--- src/rtl/fp32_div.sv ---
module fp32_div (
  input  logic        clk,
  input  logic        rst_n,
  input  logic        start,
  input  logic [31:0] op_a,
  input  logic [31:0] op_b,
  input  logic [2:0]  rnd,
  output logic [31:0] quot,
  output logic [4:0]  exc,
  output logic        done
);

  localparam logic [31:0] QNAN = 32'h7FC00000;

  function automatic logic [4:0] top_bit(input logic [22:0] f);
    top_bit = 5'd0;
    for (int i = 0; i < 23; i++)
      if (f[i]) top_bit = i[4:0];
  endfunction

  wire [7:0]  ea = op_a[30:23];
  wire [7:0]  eb = op_b[30:23];
  wire [22:0] fa = op_a[22:0];
  wire [22:0] fb = op_b[22:0];
  wire        s0 = op_a[31] ^ op_b[31];

  wire a_nan  = (&ea) && (|fa);
  wire b_nan  = (&eb) && (|fb);
  wire a_inf  = (&ea) && !(|fa);
  wire b_inf  = (&eb) && !(|fb);
  wire a_zero = ~|op_a[30:0];
  wire b_zero = ~|op_b[30:0];
  wire a_snan = a_nan && !fa[22];
  wire b_snan = b_nan && !fb[22];

  logic [23:0]        ma, mb;
  logic signed [11:0] xa, xb;
  logic [4:0]         pa, pb;

  always_comb begin
    pa = top_bit(fa);
    pb = top_bit(fb);
    if (ea == 8'd0) begin
      ma = {1'b0, fa} << (5'd23 - pa);
      xa = $signed({7'b0, pa}) - 12'sd22;
    end else begin
      ma = {1'b1, fa};
      xa = $signed({4'b0, ea});
    end
    if (eb == 8'd0) begin
      mb = {1'b0, fb} << (5'd23 - pb);
      xb = $signed({7'b0, pb}) - 12'sd22;
    end else begin
      mb = {1'b1, fb};
      xb = $signed({4'b0, eb});
    end
  end

  wire                lt = ma < mb;
  wire signed [11:0]  x0 = xa - xb + 12'sd126 - (lt ? 12'sd1 : 12'sd0);

  logic        sp;
  logic [31:0] sp_res;
  logic [4:0]  sp_flg;

  always_comb begin
    sp     = 1'b1;
    sp_flg = 5'b0;
    sp_res = {s0, 8'hFF, 23'b0};
    if (a_nan || b_nan) begin
      sp_res = QNAN;
      sp_flg = {a_snan | b_snan, 4'b0};
    end else if ((a_inf && b_inf) || (a_zero && b_zero)) begin
      sp_res = QNAN;
      sp_flg = 5'b10000;
    end else if (a_inf) begin
      sp_res = {s0, 8'hFF, 23'b0};
    end else if (b_inf || a_zero) begin
      sp_res = {s0, 31'b0};
    end else if (b_zero) begin
      sp_res = {s0, 8'hFF, 23'b0};
      sp_flg = 5'b01000;
    end else begin
      sp = 1'b0;
    end
  end

  logic               busy, sgn, spc;
  logic [4:0]         cnt;
  logic [25:0]        rem;
  logic [23:0]        dvs;
  logic [30:0]        quo;
  logic signed [11:0] exz;
  logic [2:0]         rmr;
  logic [31:0]        spres;
  logic [4:0]         spflg;

  wire        geq = rem >= {2'b0, dvs};
  wire [25:0] nr  = geq ? rem - {2'b0, dvs} : rem;

  logic [31:0]        sg;
  logic [6:0]         inc;
  logic [25:0]        m;
  logic [7:0]         e;
  logic               tiny, ovf, ne, carry;
  logic signed [11:0] sh;
  logic [31:0]        rres;
  logic [4:0]         rflg;

  always_comb begin
    sg = {1'b0, quo};
    if (quo[5:0] == 6'd0) sg[0] = |rem;
    case (rmr)
      3'd1:    inc = 7'h00;
      3'd2:    inc = sgn ? 7'h7F : 7'h00;
      3'd3:    inc = sgn ? 7'h00 : 7'h7F;
      default: inc = 7'h40;
    endcase
    ne   = !(rmr inside {3'd1, 3'd2, 3'd3, 3'd4});
    tiny = 1'b0;
    ovf  = 1'b0;
    e    = exz[7:0];
    sh   = -exz;
    if (exz < 12'sd0) begin
      tiny = (exz < -12'sd1) || (({1'b0, sg} + {26'b0, inc}) < 33'h080000000);
      if (sh >= 12'sd31) sg = {31'b0, |sg};
      else sg = (sg >> sh[4:0]) | {31'b0, |(sg & ~(32'hFFFFFFFF << sh[4:0]))};
      e = 8'd0;
    end else if (exz > 12'sd253 ||
                 (exz == 12'sd253 && ({1'b0, sg} + {26'b0, inc}) >= 33'h080000000)) begin
      ovf = 1'b1;
    end
    carry = ({1'b0, sg[6:0]} + {1'b0, inc}) > 8'h7F;
    m     = {1'b0, sg[31:7]} + {25'b0, carry};
    if (ne && sg[6:0] == 7'h40) m[0] = 1'b0;
    if (m == 26'd0) e = 8'd0;
    rres = {sgn, e, 23'b0} + {6'b0, m};
    rflg = {3'b0, tiny && (|sg[6:0]), |sg[6:0]};
    if (ovf) begin
      rres = {sgn, 8'hFF, 23'b0} - {31'b0, inc == 7'd0};
      rflg = 5'b00101;
    end
  end

  always_ff @(posedge clk or negedge rst_n) begin
    if (!rst_n) begin
      busy  <= 1'b0;
      cnt   <= 5'd0;
      rem   <= '0;
      dvs   <= '0;
      quo   <= '0;
      sgn   <= 1'b0;
      exz   <= '0;
      rmr   <= 3'd0;
      spc   <= 1'b0;
      spres <= '0;
      spflg <= '0;
      quot  <= '0;
      exc   <= '0;
      done  <= 1'b0;
    end else begin
      done <= 1'b0;
      if (!busy) begin
        if (start) begin
          busy  <= 1'b1;
          cnt   <= 5'd0;
          rem   <= lt ? {1'b0, ma, 1'b0} : {2'b0, ma};
          dvs   <= mb;
          quo   <= '0;
          sgn   <= s0;
          exz   <= x0;
          rmr   <= rnd;
          spc   <= sp;
          spres <= sp_res;
          spflg <= sp_flg;
        end
      end else if (cnt == 5'd31) begin
        busy <= 1'b0;
        done <= 1'b1;
        quot <= spc ? spres : rres;
        exc  <= spc ? spflg : rflg;
      end else begin
        quo <= {quo[29:0], geq};
        rem <= {nr[24:0], 1'b0};
        cnt <= cnt + 5'd1;
      end
    end
  end


  done_pulse_chk: assert property (@(posedge clk) disable iff (!rst_n)
    done |=> !done);


  done_source_chk: assert property (@(posedge clk) disable iff (!rst_n)
    $rose(done) |-> $past(busy));


  busy_hold_chk: assert property (@(posedge clk) disable iff (!rst_n)
    (busy && start) |=> ($stable(dvs) && $stable(exz) && $stable(rmr)));


  nan_canon_chk: assert property (@(posedge clk) disable iff (!rst_n)
    (done && (&quot[30:23]) && (|quot[22:0])) |-> quot == QNAN);


  ovf_inexact_chk: assert property (@(posedge clk) disable iff (!rst_n)
    (done && exc[2]) |-> exc[0]);


  uf_inexact_chk: assert property (@(posedge clk) disable iff (!rst_n)
    (done && exc[1]) |-> exc[0]);


  dz_inf_chk: assert property (@(posedge clk) disable iff (!rst_n)
    (done && exc[3]) |-> (quot[30:0] == 31'h7F800000 && exc[2:0] == 3'b0));

endmodule

--- config.mk ---
export PLATFORM = sky130hd
export DESIGN_NAME = fp32_div
export DESIGN_NICKNAME = d
export VERILOG_FILES = /design/src/rtl/fp32_div.sv
export SDC_FILE = /design/constraint.sdc
export NUM_CORES = 1
export LEC_CHECK = 0
export ABC_AREA = 1
export BUFFER_PORTS_ARGS = -buffer_cell sky130_fd_sc_hd__buf_2
export CAP_MARGIN = 0
export CELL_PAD_IN_SITES_DETAIL_PLACEMENT = 1
export CELL_PAD_IN_SITES_GLOBAL_PLACEMENT = 1
export CORE_MARGIN = 2
export CORE_UTILIZATION = 44
export CTS_CLUSTER_DIAMETER = 80
export DETAILED_ROUTE_END_ITERATION = 10
export HOLD_SLACK_MARGIN = 0.05
export PLACE_DENSITY_LB_ADDON = 0.1
export SLEW_MARGIN = 5
export SYNTH_ARGS = -nofsm -noshare
export SYNTH_HDL_FRONTEND = slang
export SYNTH_SLANG_ARGS = --single-unit
--- constraint.sdc ---
create_clock -name clk -period 7.45 [get_ports clk]
set_input_delay 2.235 -clock clk [delete_from_list [all_inputs] [get_ports clk]]
set_output_delay 2.235 -clock clk [all_outputs]
set_load 0.005 [all_outputs]
==> summary.md <==
| Metric | Value |
|---|---|
| Compound-Gate Fraction of Synth Area | 0.226 |
| Setup CP Type | primary input to flop |
| Synth area leader | dfrtp_1 |
| Top-area cell type share of the netlist area | 0.232 |
| Hold Worst Slack | a little under 0.5 ns |
| Mux share of post-synthesis cell area | 0.0107 |
| Worst Hold Class | flop to flop |
| Startpoint Class | primary input |
| Yosys warns | 0 |
| Residual DRC count | 0 |
| Die Area | about 38000 µm² |
| N_diodes | 0 |
| Antenna-violating nets left | 0 |
| Yosys reg bits | around 150 |
| Highest Clock Rate | roughly 0.12 GHz |
| Post-Place Cells | approximately 3300 |
| Worst Path Arrival | roughly 8.4 ns |
| Cell Area, Placed | 18600 µm² |
| Async set-reset flop share out of synthesis | 1.00 |
| 1st-iter DRT viols | 1681 |
| Post-synth EDFFs | 0 |
| Unrepaired setup endpoints after global routing | true |
| Starting Density | 0.446 |
| Die Y | approximately 190 µm |
| Crit Path Max Fanout | 6 |
| Worst Clk Skew | between 0.015 and 0.02 ns |
| Slowest stage delay, CP | 0.39 ns |
| Core Footprint | about 36000 µm² |
| Failing checks | setup timing |
| Vias in the first global route | ~22000 |
| Nets | roughly 3100 |
| Max VDD drop | between 0.4 and 0.5 mV |
| Rel. slew slack | 0.0539 |
| LEAKAGE | roughly 0.01 µW |
| Synth top area cells | dfrtp_1 (23%), nand2_1 (15%), o21ai_0 (9.6%) |
| Final setup fails | 9 |
| Tmin final | slightly above 8 ns |
| Endpoints failing hold | 0 |
| Clk slew on worst S/H paths | 0.08 ns |
| Htree depth | 4 |
| Core Rows | 69 |
| DRT Pass-1 Iters | 5 |
| Top-count cell post-synth | nand2_1 |
| CTS buffer count | 17 |
| Synth Cell Area | ~16000 µm² |
| Ys flop type | dfrtp_1 |
| Worst Max-Slew Pin Slew | approximately 1.4 ns |
| Simple-gate area share of the yosys netlist | 0.319 |
| Layout cells sized above 1 | 0.230 |
| Adder-Cell Fraction of Synth Area | 0.0848 |
| Crit end category | flop |
| Largest net degree at the start of global routing | a little over 80 |
| CTS Hold Bufs | 0 |
| Final Cycle Share | 1.09 |
| WL/cell | 23.4 µm |
| Final worst-path setup slack | -0.636 ns |
| Max Cap Viol | 0 |
| Initial antenna violation count | 2 |
| Total gr overflow | 0 |
| Finished Cell Area | 20400 µm² |
| CTS root buf | clkbuf_16 |
| Register area share after synthesis | 0.232 |
| Area delta synth->final | 28.5% |
| Final non-filler cell total | 3376 |
| Vias/cell | 6.11 |
| XOR/XNOR share of the synthesized area | 0.0204 |
| CP required | 7.79 ns |
| WP buf/inv | 8 |
| Largest family of logic cells by synthesized area | simple AND/OR/NAND/NOR gates |
| Most frequent cells after synthesis | nand2_1 (654), inv_1 (311), o21ai_0 (305) |
| Status | finished with violations |
| Synthesized instance count | ~2600 |
| TritonCTS clock tree | built |
| Synth unique cells | slightly above 60 |
| Worst-skew pair later-pin latency | about 0.46 ns |
| CP delay by family, top | simple AND/OR/NAND/NOR gates |
| Clock buffer depth | 2 |
| Sink Count | 147 |
| Routed WL | roughly 80 mm |
| GPL Wtd Cong | approximately 0.97 |
| Die Width | approximately 190 µm |
| Pwr per Cell Area | 420 nW/µm² |
| DPL Wire Length | approximately 55 mm |
| Syn Nets | roughly 2700 |
| GR Util All Layers | 0.398 |
| PortBufs | roughly 110 |
| Max Slew Vio Count | 0 |
| First-pass GRT wire length | 118 mm |
| Slowest CP cell | nor4_4 |
| Io pins | 108 |
| Most common cell on crit path | nand2_1 |
| Vias | about 21000 |
| Syn Area/Cell | 6.17 µm² |
==> state kept, by name (all words and copies together) (netlist names) <==
name and count:
rmr 3, spc 1, done 1, dvs 24, quo 31, quot 32
busy 1, cnt 5, rem 26, spflg 2, spres 3, exz 12
exc 5, sgn 1
==> stage by stage <==
step / setup slack [ns] / util / TNS (ns) / total power, µW
floorplan: 0.00179 / - / 0 / 5260
global placement: -0.642 / 0.523 / -3.82 / 6800
detailed placement: -0.944 / 0.523 / -6.13 / 7060
CTS: -0.119 / 0.557 / -0.224 / 8200
global route: -1.03 / 0.574 / -7.40 / 9170
finish: -0.636 / 0.574 / -4.01 / 8560
==> placed cells by master (no fill, tap or decap), types with 10 or more instances in the layout <==
cell,n
xor2_1,24
nand2_1,626
nand3_2,13
clkbuf_16,18
buf_6,14
nor2_1,202
nor4_1,24
nand4_1,36
mux2i_1,17
nor3_1,21
nand2_2,31
a21oi_1,155
o21ai_0,224
a22oi_1,10
o21ai_1,51
nand3_1,163
buf_2,103
o211ai_1,16
o21ai_2,47
a21oi_2,11
inv_2,22
buf_4,297
inv_1,298
dfrtp_1,147
ha_1,87
o22ai_1,48
xnor2_1,13
nor2_2,25
==> cells by family (layout without fill, tap and decap cells) <==
kind of cell	count (synthesis)	count (layout)
buffers and inverters	443	782
DFF	147	147
muxes	17	17
and+or+nand+nor	1184	1187
xor gates and xnor gates	37	37
adders and majority gates	104	104
AOI/OAI and AO/OA	641	641
==> routing by layer <==
layer | track usage | share of wire | vias up
li1 | - | - | 9275
met1 | 0.431 | 0.37 | 10000
met2 | 0.707 | 0.49 | 913
met3 | 0.0537 | 0.055 | 406
met4 | 0.293 | 0.087 | 2
met5 | 0.00894 | 0.00057 | -
==> worst min-delay path, cell delays in order (launching register included) <==
cell and delay (ns):
dfrtp_1 0.35, nand2_1 0.05, nand2_1 0.05
==> path summary, 6_finish.rpt <==
check,start,to,slack [ns],cells after the start
worst max-delay path,op_a[2],exz[10]$_DFFE_PN0P_,-0.64,55
worst min-delay path,quot[15]$_DFFE_PN0P_,quot[15]$_DFFE_PN0P_,0.48,2
worst max register to register,exz[1]$_DFFE_PN0P_,quot[31]$_DFFE_PN0P_,0.34,40
worst min register to register,quot[15]$_DFFE_PN0P_,quot[15]$_DFFE_PN0P_,0.48,2
max in group asynchronous,rst_n,quot[16]$_DFFE_PN0P_,4.58,2
min in group asynchronous,rst_n,quo[23]$_DFFE_PN0P_,1.70,1
==> cell type report <==
class	count	area, µm²
Sequential cell	147	3680
Inverter	329	1240
Multi-Input combinational cell	1986	11300
Fill cell	4825	15200
Clock buffer	18	439
Tap cell	461	577
Timing Repair Buffer	421	3040
Clock inverter	14	166
==> power by group <==
group	total, µW	internal [µW]	switching, µW
clock	938	514	425
combinational	6090	2030	4060
sequential	1530	1160	372
==> repair_timing <==
item / 4_1_cts / 5_1_grt
setup buffers: 39 / 23
gates cloned: 3 / 1
endpoints found under the setup margin: 11 / 16
pin swaps: 45 / 71
resized for setup: 105 / 132
Power figures use the tool's default switching activity.
